## src/rtl/ovs_gearbox_pkg.sv

```systemverilog
package ovs_gearbox_pkg;
  typedef enum logic [1:0] {
    VOTE_ZERO = 2'd0,
    VOTE_ONE  = 2'd1,
    VOTE_TIE  = 2'd2
  } vote_t;
endpackage

```

## src/rtl/ovs_reset_sync.sv

```systemverilog
module ovs_reset_sync #(
  parameter int unsigned STAGES = 2
) (
  input  logic clk,
  input  logic arst_n,
  output logic rst_ok_n
);
  logic [STAGES-1:0] sync_q;
  logic [STAGES-1:0] sync_d;

  always_comb begin
    sync_d = {sync_q[STAGES-2:0], 1'b1};
  end

  always_ff @(posedge clk or negedge arst_n) begin
    if (!arst_n) sync_q <= '0;
    else         sync_q <= sync_d;
  end

  assign rst_ok_n = sync_q[STAGES-1];
endmodule

```

## src/rtl/ovs_vote.sv

```systemverilog
module ovs_vote
  import ovs_gearbox_pkg::*;
#(
  parameter int unsigned OSR = 4
) (
  input  logic [OSR-1:0] samples_i,
  output vote_t          vote_o
);
  localparam int unsigned CW = $clog2(OSR + 1);
  logic [CW-1:0] ones;

  always_comb begin
    ones = '0;
    for (int i = 0; i < OSR; i++) ones = ones + CW'(samples_i[i]);
    if (2 * int'(ones) > OSR)       vote_o = VOTE_ONE;
    else if (2 * int'(ones) < OSR)  vote_o = VOTE_ZERO;
    else                            vote_o = VOTE_TIE;
  end
endmodule

```

## src/rtl/ovs_tx_expand.sv

```systemverilog
module ovs_tx_expand #(
  parameter int unsigned OSR   = 4,
  parameter int unsigned LANES = 2,
  localparam int unsigned W    = OSR * LANES
) (
  input  logic             clk,
  input  logic             rst_n,
  input  logic             in_valid_i,
  input  logic [LANES-1:0] in_bits_i,
  output logic             in_ready_o,
  output logic [W-1:0]     word_o,
  output logic             word_valid_o
);
  logic [W-1:0] word_q, word_d, expanded;
  logic         valid_q, valid_d;
  logic         take;

  assign in_ready_o = rst_n;
  assign take       = in_valid_i & in_ready_o;

  for (genvar k = 0; k < LANES; k++) begin : g_lane
    assign expanded[W-1-k*OSR -: OSR] = {OSR{in_bits_i[LANES-1-k]}};
  end

  always_comb begin
    word_d  = word_q;
    valid_d = 1'b0;
    if (take) begin
      word_d  = expanded;
      valid_d = 1'b1;
    end
  end

  always_ff @(posedge clk or negedge rst_n) begin
    if (!rst_n) begin
      word_q  <= '0;
      valid_q <= 1'b0;
    end else begin
      word_q  <= word_d;
      valid_q <= valid_d;
    end
  end

  assign word_o       = word_q;
  assign word_valid_o = valid_q;

  assert_beat_out_R2: assert property (@(posedge clk) disable iff (!rst_n)
    in_valid_i |=> word_valid_o);

  assert_lane_copy_R2: assert property (@(posedge clk) disable iff (!rst_n)
    in_valid_i |=> (word_o[W-1 -: OSR] == {OSR{$past(in_bits_i[LANES-1])}}));

  assert_idle_hold_R3: assert property (@(posedge clk) disable iff (!rst_n)
    !in_valid_i |=> (!word_valid_o && $stable(word_o)));
endmodule

```

## src/rtl/ovs_rx_decim.sv

```systemverilog
module ovs_rx_decim
  import ovs_gearbox_pkg::*;
#(
  parameter int unsigned OSR   = 4,
  parameter int unsigned LANES = 2,
  parameter int unsigned TIE_W = 16,
  localparam int unsigned W    = OSR * LANES,
  localparam int unsigned PW   = $clog2(OSR),
  localparam int unsigned TW   = $clog2(LANES + 1)
) (
  input  logic             clk,
  input  logic             rst_n,
  input  logic             in_valid_i,
  input  logic [W-1:0]     in_word_i,
  input  logic [PW-1:0]    phase_i,
  output logic             out_valid_o,
  output logic [LANES-1:0] out_bits_o,
  output logic [TIE_W-1:0] tie_cnt_o
);
  logic [W-1:0]     hist_q, hist_d;
  logic             last_q, last_d;
  logic [TIE_W-1:0] tie_q, tie_d;
  logic [LANES-1:0] bits_q, bits_d, decided;
  logic             valid_q, valid_d;
  logic [2*W-1:0]   stream;
  logic [W-1:0]     window;
  logic [TW-1:0]    ties;
  vote_t            votes [LANES];

  always_comb begin
    stream = {hist_q, in_word_i};
    window = W'(stream >> phase_i);
  end

  for (genvar k = 0; k < LANES; k++) begin : g_grp
    ovs_vote #(.OSR(OSR)) vote_i (
      .samples_i (window[W-1-k*OSR -: OSR]),
      .vote_o    (votes[k])
    );
  end

  always_comb begin
    logic carry;
    carry   = last_q;
    ties    = '0;
    decided = '0;
    for (int k = 0; k < LANES; k++) begin
      case (votes[k])
        VOTE_ONE:  decided[LANES-1-k] = 1'b1;
        VOTE_ZERO: decided[LANES-1-k] = 1'b0;
        default: begin
          decided[LANES-1-k] = carry;
          ties = ties + TW'(1);
        end
      endcase
      carry = decided[LANES-1-k];
    end
  end

  always_comb begin
    hist_d  = hist_q;
    last_d  = last_q;
    tie_d   = tie_q;
    bits_d  = bits_q;
    valid_d = 1'b0;
    if (in_valid_i) begin
      hist_d  = in_word_i;
      last_d  = decided[0];
      tie_d   = tie_q + TIE_W'(ties);
      bits_d  = decided;
      valid_d = 1'b1;
    end
  end

  always_ff @(posedge clk or negedge rst_n) begin
    if (!rst_n) begin
      hist_q  <= '0;
      last_q  <= 1'b0;
      tie_q   <= '0;
      bits_q  <= '0;
      valid_q <= 1'b0;
    end else begin
      hist_q  <= hist_d;
      last_q  <= last_d;
      tie_q   <= tie_d;
      bits_q  <= bits_d;
      valid_q <= valid_d;
    end
  end

  assign out_valid_o = valid_q;
  assign out_bits_o  = bits_q;
  assign tie_cnt_o   = tie_q;

  assert_one_pulse_R4: assert property (@(posedge clk) disable iff (!rst_n)
    in_valid_i |=> out_valid_o);

  assert_no_pulse_R8: assert property (@(posedge clk) disable iff (!rst_n)
    !in_valid_i |=> (!out_valid_o && $stable(hist_q) && $stable(last_q) && $stable(tie_cnt_o)));

  assert_tie_step_R6: assert property (@(posedge clk) disable iff (!rst_n)
    1'b1 |=> (TIE_W'(tie_cnt_o - $past(tie_cnt_o)) <= TIE_W'(LANES)));

  assert_hist_load_R7: assert property (@(posedge clk) disable iff (!rst_n)
    in_valid_i |=> (hist_q == $past(in_word_i)));
endmodule

```

## src/rtl/ovs_gearbox.sv

```systemverilog
module ovs_gearbox #(
  parameter int unsigned OSR   = 4,
  parameter int unsigned LANES = 2,
  parameter int unsigned TIE_W = 16,
  localparam int unsigned W    = OSR * LANES,
  localparam int unsigned PW   = $clog2(OSR)
) (
  input  logic             clk,
  input  logic             rst_n,
  input  logic             tx_valid_i,
  input  logic [LANES-1:0] tx_bits_i,
  output logic             tx_ready_o,
  output logic [W-1:0]     tx_word_o,
  output logic             tx_word_valid_o,
  input  logic             rx_valid_i,
  input  logic [W-1:0]     rx_word_i,
  input  logic [PW-1:0]    rx_phase_i,
  output logic             rx_valid_o,
  output logic [LANES-1:0] rx_bits_o,
  output logic [TIE_W-1:0] rx_tie_cnt_o
);
  logic rst_ok_n;

  ovs_reset_sync #(.STAGES(2)) rst_i (
    .clk      (clk),
    .arst_n   (rst_n),
    .rst_ok_n (rst_ok_n)
  );

  ovs_tx_expand #(.OSR(OSR), .LANES(LANES)) tx_i (
    .clk          (clk),
    .rst_n        (rst_ok_n),
    .in_valid_i   (tx_valid_i),
    .in_bits_i    (tx_bits_i),
    .in_ready_o   (tx_ready_o),
    .word_o       (tx_word_o),
    .word_valid_o (tx_word_valid_o)
  );

  ovs_rx_decim #(.OSR(OSR), .LANES(LANES), .TIE_W(TIE_W)) rx_i (
    .clk         (clk),
    .rst_n       (rst_ok_n),
    .in_valid_i  (rx_valid_i),
    .in_word_i   (rx_word_i),
    .phase_i     (rx_phase_i),
    .out_valid_o (rx_valid_o),
    .out_bits_o  (rx_bits_o),
    .tie_cnt_o   (rx_tie_cnt_o)
  );

  assert_reset_quiet_R1: assert property (@(posedge clk)
    !rst_n |-> (tx_word_o == '0 && !tx_word_valid_o && !tx_ready_o && !rx_valid_o
                && rx_tie_cnt_o == '0));
endmodule

```

## config.mk

```make
export PLATFORM = sky130hd
export DESIGN_NAME = ovs_gearbox
export DESIGN_NICKNAME = d
export VERILOG_FILES = /design/src/rtl/ovs_gearbox_pkg.sv /design/src/rtl/ovs_reset_sync.sv /design/src/rtl/ovs_vote.sv /design/src/rtl/ovs_tx_expand.sv /design/src/rtl/ovs_rx_decim.sv /design/src/rtl/ovs_gearbox.sv
export SDC_FILE = /design/constraint.sdc
export NUM_CORES = 1
export LEC_CHECK = 0
export BUFFER_PORTS_ARGS = -buffer_cell sky130_fd_sc_hd__clkbuf_2
export CAP_MARGIN = 20
export CORE_MARGIN = 10
export CORE_UTILIZATION = 51
export DETAILED_ROUTE_END_ITERATION = 7
export GPL_TIMING_DRIVEN = 0
export PLACE_DENSITY = 0.82
export SYNTH_ARGS = -nofsm -noshare
export SYNTH_HDL_FRONTEND = slang
export SYNTH_SLANG_ARGS = --single-unit
```

## constraint.sdc

```tcl
create_clock -name clk -period 1.3 [get_ports clk]
set_input_delay 0.195 -clock clk [delete_from_list [all_inputs] [get_ports clk]]
set_output_delay 0.195 -clock clk [all_outputs]
set_load 0.02 [all_outputs]
```

==> results of run 1 <==
## logic make-up after synthesis
| family | count (synthesis) | synth area share, % |
|---|---|---|
| buffers and inverters | 17 | 6.20 |
| XOR/XNOR | 14 | 8.10 |
| flip-flops | 27 | 44.6 |
| other | 1 | 0.248 |
| multiplexers | 16 | 17.9 |
| AO/OA/AOI/OAI | 4 | 1.40 |
| adder cells (fa/ha/maj) | 12 | 11.4 |
| AND/OR/NAND/NOR | 29 | 10.2 |
## state kept, by name (all words and copies together) (netlist names)
signal / flops
rst_i.sync_q: 2
rx_i.hist_q: 3
rx_i.out_bits_o: 2
rx_i.out_valid_o: 1
rx_i.tie_cnt_o: 16
tx_i.word_o: 2
tx_i.word_valid_o: 1
## through the flow
stage	util [%]	hold WS [ns]	area, sq um	power [W]
6_report	76.0	0.0618	2130	0.00285
5_1_grt	76.0	0.0429	2130	0.00304
4_1_cts	71.4	0.0422	2000	0.00268
3_5_place_dp	65.4	-0.0165	1830	0.00215
3_3_place_gp	65.4	-0.0190	1830	0.00208
2_1_floorplan	-	-0.101	1590	0.00184
## area by class of cell
cell class / count / area [sq um]
Buffer: 8 / 68.8
Clock buffer: 4 / 26.3
Fill cell: 174 / 672
Inverter: 7 / 26.3
Multi-Input combinational cell: 76 / 933
Sequential cell: 27 / 681
Tap cell: 31 / 38.8
Timing Repair Buffer: 56 / 359
## power groups by stage
| stage | clock [W] | combinational, W | sequential [W] |
|---|---|---|---|
| 3_3_place_gp | 0 | 0.000957 | 0.00113 |
| 2_1_floorplan | 0 | 0.000599 | 0.00124 |
| 3_5_place_dp | 0 | 0.00101 | 0.00114 |
| 5_1_grt | 0.000402 | 0.00149 | 0.00115 |
| 6_report | 0.000351 | 0.00137 | 0.00113 |
| 4_1_cts | 0.000356 | 0.00120 | 0.00112 |
## critical path, cell delays in order (launching register included)
cell and delay (ns):
dfrtp_1 0.42, mux4_2 0.50, fa_1 0.46, ha_2 0.21, ha_4 0.17, nor2_4 0.11, nand2_4 0.07, nor2_4 0.12
ha_4 0.21, ha_4 0.17, fa_2 0.41, nand3_4 0.14, nor3_4 0.05, nand2_1 0.10, xnor2_1 0.11
## cell usage after synthesis, types with 2 or more instances
master	n	area (sq um)
nand2_1	7	26.3
ha_1	9	113
buf_2	3	15.0
inv_1	7	26.3
nand3_1	7	35.0
buf_4	7	52.6
xnor2_1	10	87.6
o21ai_0	2	10.0
fa_1	3	60.1
xor2_1	4	35.0
and3_1	3	18.8
dfrtp_1	27	676
mux4_2	8	180
nor2_1	6	22.5
mux2_2	8	90.1
## timing repair
| item | 4_1_cts | 5_1_grt |
|---|---|---|
| endpoints found under the hold margin | 2 | 0 |
| buffers inserted | 8 | 5 |
| gates resized for setup | 12 | 32 |
| setup endpoints to repair | 21 | 26 |
| pin swaps | 12 | 17 |
| hold buffers | 1 | 0 |
## routing by layer
layer | routed length, microns | part of all wire (%)
met1 | 1430 | 37
met2 | 2040 | 54
met3 | 263 | 6.9
met4 | 77 | 2.0
met5 | 0 | 0
## worst max-delay path by stage
stage,startpoint,end,slack (ns),depth (start not counted)
5_1_grt,rx_i.hist_q[0],rx_i.tie_cnt_o[14],-2.11,14
2_1_floorplan,rx_i.hist_q[0],rx_i.tie_cnt_o[10],-1.89,13
4_1_cts,rx_i.hist_q[0],rx_i.tie_cnt_o[8],-1.98,14
6_report,rx_i.hist_q[0],rx_i.tie_cnt_o[10],-2.01,14
3_3_place_gp,rx_phase_i[1],rx_i.tie_cnt_o[14],-2.01,14
3_5_place_dp,rx_phase_i[1],rx_i.tie_cnt_o[11],-2.11,13
==> impl_metrics.csv, run 1 <==
group,metric,value,unit
critical_path,r2r-end,"rx_i.tie_cnt_o[10]",
critical_path,ff2ff_setup_slack,-2.01,ns
floorplanning,die_height,74.5,microns
global_routing,use_met3,4.92,%
floorplanning,rows,19,
synth,synth_seq_area_share,44.6,%
global_routing,grt_max_degree,15,
placed_design,dp_hpwl,2.66,mm
critical_path,cp.arrival,3.57,ns
pwr,p_int,0.00178,W
pwr,switching_share,37.5,%
worst_hold_path,hold_depth,1,
run_status,outcome,"finished, violations left",
route,drt-total-wl,3.81,mm
cts,cts_root_buf,"clkbuf_4",
global_routing,grt_pass1_vias,1286,
finish,syn_to_final_growth,40.9,%
synth,ys_types,24,
finish,mostFrequentLayoutCell,"clkbuf_2",
critical_path,reg2reg_depth,14,
timing,tns,-32.99,ns
synth,ys_warn_count,0,
synth,ys_seq_elements,27,
synth,synth_cells,120,
run_status,violations,"setup timing",
synth,synth_edf_count,0,
route,drtAntennaViolNets,0,
worst_hold_path,hold_class,"in2reg",
timing,setup-violations-final,18,
synth,avgSynthCellArea,12.6,sq um
pwr,p_leak,1.04,nW
timing,drv_slew,0,
global_routing,grtUsageTotal,13.3,%
pwr,ir_drop,1370,uV
timing,fin_ws,-2.01,ns
route,vias,1133,
cts,cts.clk_slew.worst_paths,0.14,ns
synth,syn_area,1510,sq um
synth,yosys_most_used_dff,"dfrtp_1",
placed_design,place.gp.congestion,0.760,
pwr,p_sw,0.00107,W
global_routing,use_met1,14.6,%
route,vias_per_cell,5.42,
critical_path,endpoint_kind,"flop",
finish,diodes,0,
floorplanning,die_area,5550,sq um
placed_design,port_buffers,42,
finish,fin_nets,207,
floorplanning,die_w,74.5,microns
placed_design,dp_slack,-2.11,ns
timing,fmax,302,MHz
timing,hold_violations,0,
cts,cts_tree,"done",
critical_path,reg2reg_from,"rx_i.hist_q[0]",
cts,cts_made_buffers,3,
timing,rsz0062_at_grt,"yes",
pwr,power_density,1340,nW/um^2
pwr,clkPwrFrac,12.3,%
route,drc,0,
timing,min_period,3.31,ns
finish,fin_cells,209,
global_routing,top_usage_layer,"met2",
route,wl_per_cell,18.2,microns
job,drv_cap,0,
global_routing,use_met2,22.8,%
critical_path,cp-start-kind,"flop",
floorplanning,io_pins,45,
route,dr.pass1.iters,4,
timing,fin_worst_skew,0.00497,ns
worst_hold_path,hold_start,"rx_valid_i",
worst_hold_path,holdPathEnd,"rx_i.out_valid_o",
synth,async_flop_share,100,%
critical_path,path_max_fanout,3,
cts,h-tree-depth,1,
global_routing,grt_pass1_wl,5.78,mm
cts,clk_path_buf_depth,2,
pwr,pwr-share-seq,39.7,%
critical_path,crit_type,"reg2reg",
route,drt_iter0_drc,61,
global_routing,antenna_found_initial,0,
cts,clock-sinks,27,
timing,min_period_over_period,255,%
floorplanning,start_util,54.0,%
finish,drive_above_1_share,60.7,%
global_routing,gr-total-overflow,0,
critical_path,required,1.56,ns
floorplanning,core_area,2810,sq um
synth,syn-num-nets,148,
placed_design,dp_cells,193,
finish,final_cell_mix,"clkbuf_2 (36), dfrtp_1 (25), buf_4 (17)",
cts,clkLatencyLatePin,0.32,ns
pwr,pwr-share-comb,48.0,%
Note: power is estimated with default switching activity, not from simulation.
==> inputs of run 2 (changes only) <==
--- a/config.mk
+++ b/config.mk
@@ -6,12 +6,13 @@
 export NUM_CORES = 1
 export LEC_CHECK = 0
 export BUFFER_PORTS_ARGS = -buffer_cell sky130_fd_sc_hd__clkbuf_2
-export CAP_MARGIN = 20
+export CAP_MARGIN = 10
 export CORE_MARGIN = 10
 export CORE_UTILIZATION = 51
 export DETAILED_ROUTE_END_ITERATION = 7
 export GPL_TIMING_DRIVEN = 0
 export PLACE_DENSITY = 0.82
+export REMOVE_ABC_BUFFERS = 1
 export SYNTH_ARGS = -nofsm -noshare
 export SYNTH_HDL_FRONTEND = slang
 export SYNTH_SLANG_ARGS = --single-unit
==> run 2 against run 1 <==
  * The run still ends with setup timing left
  * Total power decreased by 7.8%
  * Count of clock-buffer cells in the layout decreased by 1
  * Global-route usage decreased by 1.1 points
  * Fmax increased by 0.19%
  * Utilization decreased by 6.2 points
  * Cell area decreased by 8.2%
  * Critical path depth decreased by 1
  * Sequential power about the same
  * Critical path type unchanged
  * Critical endpoint is now rx_i.tie_cnt_o[8]
  * Highest routed layer unchanged
==> impl_metrics.csv, run 2 (same netlist as run 1, synthesis figures left out) <==
group,metric,value,unit
timing,rsz0062_at_grt,"yes",
finish,fin_nets,197,
timing,fin_worst_skew,0.00761,ns
floorplanning,io_pins,45,
placed_design,dp_hpwl,2.45,mm
finish,regArea,681,sq um
pwr,power_density,1340,nW/um^2
cts,cts_made_buffers,3,
pwr,switching_share,37.9,%
critical_path,endpoint_kind,"flop",
route,vias_per_cell,5.35,
critical_path,ff2ff_setup_slack,-2.01,ns
run_status,outcome,"finished, violations left",
finish,multi_input_comb_area,872,sq um
finish,diodes,0,
floorplanning,die_w,74.5,microns
floorplanning,core_area,2810,sq um
pwr,p_leak,0.962,nW
route,wl_per_cell,16.9,microns
finish,mostFrequentLayoutCell,"clkbuf_2",
cts,h-tree-depth,1,
critical_path,reg2reg_from,"rx_i.hist_q[0]",
pwr,p_int,0.00163,W
critical_path,path_max_fanout,4,
timing,fin_ws,-2.01,ns
finish,syn_to_final_growth,29.4,%
critical_path,path_cells,"mux4_2 -> fa_1 -> ha_2 -> inv_1 -> ha_1 -> nor2_2 -> ha_4 -> ha_4 -> fa_2 -> nand3_4 -> nor2_4 -> nand3_1 -> xnor2_1",
worst_hold_path,hold_depth,2,
placed_design,place.gp.congestion,0.865,
pwr,pwr-share-comb,44.0,%
finish,fin_cells,199,
cts,clkLatencyLatePin,0.31,ns
critical_path,crit_top_cell,"ha_4",
cts,clock-sinks,27,
global_routing,gr-total-overflow,0,
finish,largest_reg_flops,16,
floorplanning,rows,19,
critical_path,cpMaxStageDelayCell,"fa_1",
critical_path,cp-start-kind,"flop",
finish,final_cell_mix,"clkbuf_2 (44), dfrtp_1 (25), xnor2_1 (9), mux4_2 (8)",
worst_hold_path,hold_start,"tx_bits_i[1]",
timing,tns,-32.69,ns
timing,min_period_over_period,254,%
timing,hold_violations,0,
pwr,p_sw,0.000996,W
global_routing,grt_max_degree,28,
pwr,ir_drop,973,uV
floorplanning,die_area,5550,sq um
global_routing,grt_pass1_wl,5.40,mm
critical_path,cp.arrival,3.55,ns
route,vias,1064,
cts,cts.clk_slew.worst_paths,0.14,ns
finish,drive_above_1_share,54.8,%
floorplanning,start_util,54.0,%
global_routing,antenna_found_initial,0,
route,drc,0,
route,drt-total-wl,3.36,mm
run_status,violations,"setup timing",
critical_path,r2r-end,"rx_i.tie_cnt_o[8]",
pwr,pwr-share-seq,42.9,%
route,drt_iter0_drc,38,
worst_hold_path,hold_class,"in2reg",
critical_path,required,1.54,ns
cts,cts_tree,"done",
finish,final_core_util,69.8,%
route,drtAntennaViolNets,0,
cts,clk_path_buf_depth,2,
critical_path,crit_path_max_incr_delay,0.53,ns
timing,fmax,302,MHz
global_routing,grt_pass1_vias,1174,
finish,fill_cells,202,
worst_hold_path,holdPathEnd,"tx_i.word_o[4]",
placed_design,dp_cells,185,
critical_path,reg2reg_depth,13,
global_routing,grtUsageTotal,12.2,%
floorplanning,die_height,74.5,microns
critical_path,crit_type,"reg2reg",
pwr,clkPwrFrac,13.2,%
placed_design,port_buffers,44,
timing,min_period,3.31,ns
cts,cts_root_buf,"clkbuf_4",
timing,setup-violations-final,18,
route,dr.pass1.iters,4,
job,drv_cap,0,
timing,drv_slew,0,
[run 2: changes by cell type in the layout (fill, tap and decap cells not counted), sizes merged]
cell and delta:
clkbuf +7, clkinv +1, buf -18
[run 2: cell type report]
cell class,count,share of cell area [%]
Timing Repair Buffer,54,16.0
Inverter,7,1.34
Multi-Input combinational cell,76,44.5
Sequential cell,27,34.7
Clock inverter,1,0.255
Clock buffer,3,1.15
Tap cell,31,1.98
[run 2: through the flow]
step / hold slack [ns] / setup WS (ns) / area (sq um) / power (W)
detailed placement: -0.0173 / -2.36 / 1710 / 0.00198
CTS: 0.0876 / -2.00 / 1850 / 0.00256
global placement: -0.0192 / -2.29 / 1710 / 0.00194
finish: 0.101 / -2.01 / 1960 / 0.00263
global route: 0.0717 / -2.15 / 1960 / 0.00283
floorplan: -0.101 / -1.93 / 1450 / 0.00167
[run 2: worst max-delay path, delay by kind of cell (launching register included)]
kind / cells / cell delay (ns)
adders and majority gates: 6 / 1.71
muxes: 1 / 0.49
DFF: 1 / 0.43
and+or+nand+nor: 4 / 0.42
xor gates and xnor gates: 1 / 0.13
buffers and inverters: 1 / 0.05
[run 2: power groups by stage]
stage                     Clock [W]  Sequential (W)  Combinational [W]
final                      0.000346         0.00113            0.00115
after global routing       0.000409         0.00115            0.00127
after CTS                  0.000364         0.00113            0.00107
after detailed placement          0         0.00112           0.000861
after global placement            0         0.00111           0.000825
after floorplan                   0         0.00127           0.000396
[run 2: how the worst max path moves through the flow]
stage / startpoint / to / slack [ns] / cells after the start
3_5_place_dp: rx_phase_i[0] / rx_i.tie_cnt_o[12] / -2.36 / 14
5_1_grt: rx_i.hist_q[0] / rx_i.tie_cnt_o[12] / -2.15 / 13
3_3_place_gp: rx_phase_i[0] / rx_i.tie_cnt_o[12] / -2.29 / 14
2_1_floorplan: rx_i.hist_q[0] / rx_i.tie_cnt_o[5] / -1.93 / 12
4_1_cts: rx_i.hist_q[0] / rx_i.tie_cnt_o[12] / -2.00 / 13
6_report: rx_i.hist_q[0] / rx_i.tie_cnt_o[8] / -2.01 / 13
[run 2: routing by layer]
metal | share of wire, % | vias up | wire length [microns] | track usage (%)
li1 | - | 504 | - | -
met1 | 39 | 536 | 1300 | 14.4
met2 | 55 | 22 | 1860 | 21.6
met3 | 5.5 | 2 | 183 | 2.93
met4 | 0.27 | 0 | 9 | 3.15
met5 | 0 | - | 0 | 0
[run 2: what timing repair did]
| item | CTS | global route |
|---|---|---|
| hold buffers | 1 | 0 |
| pin swaps | 15 | 21 |
| endpoints found under the hold margin | 2 | 0 |
| setup buffers | 3 | 6 |
| gates resized for setup | 18 | 11 |
| endpoints found under the setup margin | 22 | 23 |
